==> config.mk <==
export PLATFORM = sky130hd
export DESIGN_NAME = gpio_edge_ctrl
export DESIGN_NICKNAME = d
export VERILOG_FILES = /design/src/rtl/gpio_edge_pkg.sv /design/src/rtl/gpio_in_sync.sv /design/src/rtl/gpio_regs.sv /design/src/rtl/gpio_pad_drive.sv /design/src/rtl/gpio_edge_ctrl.sv
export SDC_FILE = /design/constraint.sdc
export NUM_CORES = 1
export LEC_CHECK = 0
export BUFFER_PORTS_ARGS = -buffer_cell sky130_fd_sc_hd__buf_2
export CELL_PAD_IN_SITES_DETAIL_PLACEMENT = 0
export CELL_PAD_IN_SITES_GLOBAL_PLACEMENT = 1
export CORE_ASPECT_RATIO = 0.8
export CORE_MARGIN = 3
export CORE_UTILIZATION = 30
export DETAILED_ROUTE_END_ITERATION = 12
export PLACE_DENSITY = 0.66
export SLEW_MARGIN = 30
export SYNTH_ARGS = -nofsm -noshare
export SYNTH_HDL_FRONTEND = slang
export SYNTH_SLANG_ARGS = --single-unit
==> constraint.sdc <==
create_clock -name clk -period 2.6 [get_ports clk]
set_input_delay 0.13 -clock clk [delete_from_list [all_inputs] [get_ports clk]]
set_output_delay 0.13 -clock clk [all_outputs]
set_load 0.05 [all_outputs]
==> src/rtl/gpio_edge_pkg.sv <==
package gpio_edge_pkg;
    // Word indices (byte offset / 4) of the register file.
    localparam int unsigned WIDX_DIR   = 0;
    localparam int unsigned WIDX_OPEN  = 1;
    localparam int unsigned WIDX_DATA  = 2;
    localparam int unsigned WIDX_EVT   = 3;
    localparam int unsigned WIDX_MASK  = 4;
    localparam int unsigned WIDX_TRIG  = 5;

    typedef enum logic [2:0] {
        SEL_DIR  = 3'd0,
        SEL_OPEN = 3'd1,
        SEL_DATA = 3'd2,
        SEL_EVT  = 3'd3,
        SEL_MASK = 3'd4,
        SEL_TRIG = 3'd5,
        SEL_NONE = 3'd7
    } reg_sel_e;
endpackage

==> src/rtl/gpio_in_sync.sv <==
module gpio_in_sync #(
    parameter int unsigned NPIN = 32
) (
    input  logic            clk,
    input  logic            rst_n,
    input  logic [NPIN-1:0] pin_in,       // pin order
    input  logic [NPIN-1:0] fall_only,    // register order
    output logic [NPIN-1:0] lvl,          // register order, synchronised
    output logic [NPIN-1:0] hit           // register order, edge seen this cycle
);
    logic [NPIN-1:0] meta_q, sync_q, prev_q;

    always_ff @(posedge clk) begin
        if (!rst_n) begin
            meta_q <= '0;
            sync_q <= '0;
            prev_q <= '0;
        end else begin
            meta_q <= pin_in;
            sync_q <= meta_q;
            prev_q <= sync_q;
        end
    end

    for (genvar p = 0; p < NPIN; p++) begin : g_pin
        localparam int unsigned B = NPIN - 1 - p;
        logic rise, fall;
        always_comb begin
            rise   = sync_q[p] & ~prev_q[p];
            fall   = ~sync_q[p] & prev_q[p];
            lvl[B] = sync_q[p];
            hit[B] = fall | (rise & ~fall_only[B]);
        end
    end
endmodule

==> src/rtl/gpio_regs.sv <==
module gpio_regs
    import gpio_edge_pkg::*;
#(
    parameter int unsigned NPIN = 32,
    parameter int unsigned AW   = 5
) (
    input  logic            clk,
    input  logic            rst_n,
    input  logic [AW-1:0]   bus_addr,
    input  logic            bus_wr,
    input  logic [NPIN-1:0] bus_wdata,
    input  logic            bus_rd,
    output logic [NPIN-1:0] bus_rdata,
    input  logic [NPIN-1:0] lvl,
    input  logic [NPIN-1:0] hit,
    output logic [NPIN-1:0] dir_q,
    output logic [NPIN-1:0] open_q,
    output logic [NPIN-1:0] dout_q,
    output logic [NPIN-1:0] evt_q,
    output logic [NPIN-1:0] mask_q,
    output logic [NPIN-1:0] trig_q,
    output logic            irq
);
    localparam int unsigned IW = AW - 2;

    reg_sel_e        sel;
    logic [NPIN-1:0] clr, evt_d, rd_val;
    logic [1:0]      unused_lo;

    assign unused_lo = bus_addr[1:0];

    always_comb begin
        unique case (bus_addr[AW-1:2])
            IW'(WIDX_DIR):  sel = SEL_DIR;
            IW'(WIDX_OPEN): sel = SEL_OPEN;
            IW'(WIDX_DATA): sel = SEL_DATA;
            IW'(WIDX_EVT):  sel = SEL_EVT;
            IW'(WIDX_MASK): sel = SEL_MASK;
            IW'(WIDX_TRIG): sel = SEL_TRIG;
            default:        sel = SEL_NONE;
        endcase
    end

    // New edges win over a simultaneous clear.
    always_comb begin
        clr   = (bus_wr && sel == SEL_EVT) ? bus_wdata : '0;
        evt_d = (evt_q & ~clr) | hit;
    end

    always_comb begin
        unique case (sel)
            SEL_DIR:  rd_val = dir_q;
            SEL_OPEN: rd_val = open_q;
            SEL_DATA: rd_val = (dir_q & dout_q) | (~dir_q & lvl);
            SEL_EVT:  rd_val = evt_q;
            SEL_MASK: rd_val = mask_q;
            SEL_TRIG: rd_val = trig_q;
            default:  rd_val = '0;
        endcase
    end

    always_ff @(posedge clk) begin
        if (!rst_n) begin
            dir_q     <= '0;
            open_q    <= '0;
            dout_q    <= '0;
            evt_q     <= '0;
            mask_q    <= '0;
            trig_q    <= '0;
            bus_rdata <= '0;
        end else begin
            evt_q <= evt_d;
            if (bus_wr) begin
                unique case (sel)
                    SEL_DIR:  dir_q  <= bus_wdata;
                    SEL_OPEN: open_q <= bus_wdata;
                    SEL_DATA: dout_q <= bus_wdata;
                    SEL_MASK: mask_q <= bus_wdata;
                    SEL_TRIG: trig_q <= bus_wdata;
                    default:  ;
                endcase
            end
            if (bus_rd) bus_rdata <= rd_val;
        end
    end

    assign irq = |(evt_q & mask_q);
endmodule

==> src/rtl/gpio_pad_drive.sv <==
module gpio_pad_drive #(
    parameter int unsigned NPIN = 32
) (
    input  logic [NPIN-1:0] dir_q,     // register order
    input  logic [NPIN-1:0] open_q,
    input  logic [NPIN-1:0] dout_q,
    output logic [NPIN-1:0] pin_out,   // pin order
    output logic [NPIN-1:0] pin_oe
);
    for (genvar p = 0; p < NPIN; p++) begin : g_pad
        localparam int unsigned B = NPIN - 1 - p;
        assign pin_out[p] = dout_q[B] & ~open_q[B];
        assign pin_oe[p]  = dir_q[B] & ~(open_q[B] & dout_q[B]);
    end
endmodule

==> src/rtl/gpio_edge_ctrl.sv <==
module gpio_edge_ctrl #(
    parameter int unsigned NPIN = 32,
    parameter int unsigned AW   = 5
) (
    input  logic            clk,
    input  logic            rst_n,
    input  logic [AW-1:0]   bus_addr,
    input  logic            bus_wr,
    input  logic [NPIN-1:0] bus_wdata,
    input  logic            bus_rd,
    output logic [NPIN-1:0] bus_rdata,
    input  logic [NPIN-1:0] pin_in,
    output logic [NPIN-1:0] pin_out,
    output logic [NPIN-1:0] pin_oe,
    output logic            irq
);
    logic [NPIN-1:0] lvl_w, hit_w, dir_w, open_w, dout_w, evt_w, mask_w, trig_w;

    gpio_in_sync #(.NPIN(NPIN)) u_sync (
        .clk(clk), .rst_n(rst_n), .pin_in(pin_in), .fall_only(trig_w),
        .lvl(lvl_w), .hit(hit_w)
    );

    gpio_regs #(.NPIN(NPIN), .AW(AW)) u_regs (
        .clk(clk), .rst_n(rst_n), .bus_addr(bus_addr), .bus_wr(bus_wr),
        .bus_wdata(bus_wdata), .bus_rd(bus_rd), .bus_rdata(bus_rdata),
        .lvl(lvl_w), .hit(hit_w), .dir_q(dir_w), .open_q(open_w),
        .dout_q(dout_w), .evt_q(evt_w), .mask_q(mask_w), .trig_q(trig_w),
        .irq(irq)
    );

    gpio_pad_drive #(.NPIN(NPIN)) u_pad (
        .dir_q(dir_w), .open_q(open_w), .dout_q(dout_w),
        .pin_out(pin_out), .pin_oe(pin_oe)
    );
endmodule

==> flow_summary.yaml <==
global_routing:
  grt_first_pass_wirelength_um: 72470
  grt_antenna_before_repair: 1
  grt_pass1_vias: 11989
  grt_overflow_total: 0
  grt_max_degree: 107
  globalRouteTotalUtil: 0.1929
detailed_routing:
  route.detailed.drc: 0
  firstDrtPassIters: 5
  avgViaCountPerCell: 4.947
  drt-total-wl_um: 47630
  detail_route.wirelength.met1_um: 22100
  routed-wl-met3_um: 3252
  total_length_of_routed_met2_wires_um: 21370
  via_count: 11967
  routed.top_layer: "met4"
  post_detailed_route_count_of_antenna_violating_nets: 0
  drt-initial-drc-count: 770
  per_cell_routed_wire_length_um: 19.69
synth:
  primary_ff_master_synth: "dfxtp_1"
  cell_count_after_synthesis: 1576
  ys_seq_area_frac: 0.4640
  yosys.area.top_type: "dfxtp_1"
  synthesis.nets: 1650
  synth_top_cells_by_area: "dfxtp_1, a21boi_0, nand2_1"
  synthesis.yosys.warnings: 0
  synth_edf_count: 0
  yosys_register_bits: 320
  synth-async-reset-ratio: 0
  synth_top_area_share: 0.4640
  avgSynthCellArea_sq_um: 8.761
  syn-cell-area_sq_um: 13810
  ys_types: 43
floorplan:
  standard_cell_rows: 69
  die_height_um: 197.9
  initial_utilization: 0.3076
  design.die.area_sq_um: 48650
  ioPinCount: 170
  design.core.area_sq_um: 44890
  fp.dieW_um: 245.9
clock_tree:
  cts-root-to-sink-buffers: 3
  clock-sinks: 320
  inserted_clock_buffers: 36
  clk_pin_slew_worst_paths_ns: 0.06
  clock_insertion_delay_worst_skew_ns: 0.52
  root_buffer: "clkbuf_16"
  cts_max_level: 2
  cts_tree: "yes"
layout:
  area.growth.synth_to_final_pct: 24.70
  share_of_final_layout_standard_cells_stronger_than_drive_strength_1: 0.1686
  final-seq-area_sq_um: 6406
  multiInputGateArea_sq_um: 6904
  layout.core_utilization: 0.3835
  nNetsFinal: 1863
  nFillCells: 4565
  finish.cell_count_without_fillers: 2419
timing:
  max_slew.worst_pin.slew_ns: 0.6560
  post-route-period-util: 0.9244
  final-setup-viol-count: 0
  clock-skew-final_ns: 0.01272
  hold_violations: 0
  maxSlewViolCount: 0
  unrepaired_setup_endpoints_after_global_routing: "no"
  post-route-min-period_ns: 2.404
  fmax_mhz: 416.1
  max-slew-margin-rel: 0.5626
  tns_ns: 0
worst_setup_path:
  worstPathRequired_ns: 2.47
  timing.critical_path.fanout_max: 3
  crit_path_start_kind: "flop"
  worst-setup-path-type: "flop to output pin"
  worst_ep_arrival_time_ns: 2.27
  critPathCaptureType: "output pin"
run:
  timing.max_cap.violations: 0
outcome:
  status: "completed"
hold_path:
  min-delay-path-class: "input port to flop"
placed_design:
  dp_cells: 2290
  place_hpwl_um: 32700
  port_buffers: 167
  gp_congestion: 0.8180
power:
  power_density_nw_per_um2: 646.3
  static-leakage-power_nw: 6.586
  vdd_drop_max_v: 0.0004247
synthesized netlist by cell type (all sizes together) (2+ instances only):
master and count:
and2 102, o22ai 3, clkbuf 73, nor3b 61
buf 36, a31oi 32, a32o 3, dfxtp 320
nor2 29, a21boi 222, a22oi 20, a211oi 3
o221a 2, a21oi 87, or3b 3, and3 2
o21ai 38, o31a 33, nand3b 3, nand3 2
nand4 4, nor2b 100, nand2 326, a211o 27
inv 7, mux2i 27
flip-flops by register name, summed over array words and instances (netlist names):
| name | cells |
|---|---|
| u_regs.bus_rdata | 32 |
| u_regs.dir_q | 32 |
| u_regs.dout_q | 32 |
| u_regs.evt_q | 32 |
| u_regs.mask_q | 32 |
| u_regs.open_q | 32 |
| u_regs.trig_q | 32 |
| u_sync.meta_q | 32 |
| u_sync.prev_q | 32 |
| u_sync.sync_q | 32 |
layout by cell type (no fill, tap or decap), types with 4 or more instances in the layout:
master	synthesis	final
a211o_1	27	27
a21boi_0	179	179
a21boi_1	43	43
a21oi_1	87	87
a22oi_1	20	20
a31oi_1	32	32
and2_1	101	102
buf_12	0	6
buf_2	30	166
buf_4	2	47
clkbuf_1	73	9
clkbuf_16	0	37
clkbuf_8	0	14
clkinv_2	0	4
dfxtp_1	320	320
dlygate4sd3_1	0	64
inv_1	7	7
mux2i_1	27	27
nand2_1	326	326
nand4_1	4	4
nor2_1	29	29
nor2b_1	100	100
nor3b_1	41	40
nor3b_2	20	21
o21ai_0	37	37
o31a_1	33	33
per-layer routing:
metal / vias to the layer above / track usage
met2: 326 / 0.3097
met5: - / 0
li1: 5841 / -
met3: 62 / 0.04319
met1: 5738 / 0.2637
met4: 0 / 0.04699
repair_timing:
| item | in CTS | in global routing |
|---|---|---|
| gates resized for setup | 0 | 0 |
| setup buffers | 0 | 0 |
| hold endpoints to repair | 192 | 0 |
| hold buffers | 64 | 0 |
through the flow:
step | cell area (sq um) | hold WS, ns | setup WS (ns) | total power, mW
after detailed placement | 15410 | 0.3381 | 0.1817 | 6.149
after CTS | 17220 | 0.1817 | 0.1672 | 11.25
after global routing | 17220 | 0.2292 | 0.09056 | 11.55
after global placement | 15410 | 0.3355 | 0.2451 | 6.131
after floorplan | 13810 | 0.2573 | 0.5346 | 5.769
final | 17220 | 0.2069 | 0.1964 | 11.13
final cells by class:
type                       count  area share
sequential                   320      0.3721
inverter                       7    0.001526
clock buffer                  59     0.06613
antenna                        1   0.0001453
multi-input combinational   1140      0.4010
timing repair buffer         284      0.1137
tap                          603     0.04382
clock inverter                 5    0.001599
logic make-up (layout without fill, tap and decap cells):
kind of cell | Yosys count | after routing | synth area share
multiplexers | 27 | 27 | 0.01957
adder cells (fa/ha/maj) | 1 | 1 | 0.0009061
AND/OR/NAND/NOR | 641 | 641 | 0.2418
buffers and inverters | 116 | 355 | 0.03697
flip-flops | 320 | 320 | 0.4640
other | 0 | 1 | 0
AO/OA/AOI/OAI | 471 | 471 | 0.2368
path summary, 6_finish.rpt:
path / startpoint / end / slack, ns / cells after the start
setup / recovery: u_regs.evt_q[26]$_SDFF_PN0_ / irq / 0.20 / 4
hold / removal: bus_addr[3] / u_regs.bus_rdata[10]$_SDFFE_PN0P_ / 0.21 / 3
setup reg to reg: u_regs.dout_q[30]$_SDFFE_PN0P_ / u_regs.bus_rdata[30]$_SDFFE_PN0P_ / 1.29 / 4
hold reg to reg: u_sync.meta_q[8]$_SDFF_PN0_ / u_sync.sync_q[8]$_SDFF_PN0_ / 0.43 / 1
report_power, final:
group / internal, mW / switching (mW)
combinational: 0.386 / 0.557
clock: 2.98 / 2.03
sequential: 5.05 / 0.128
critical path: stages (launching register included):
cell and delay [ns]:
dfxtp_1 0.33, a22oi_1 0.37, nand4_1 0.22, or4_1 0.57
buf_2 0.28
Note: power is estimated with default switching activity, not from simulation.
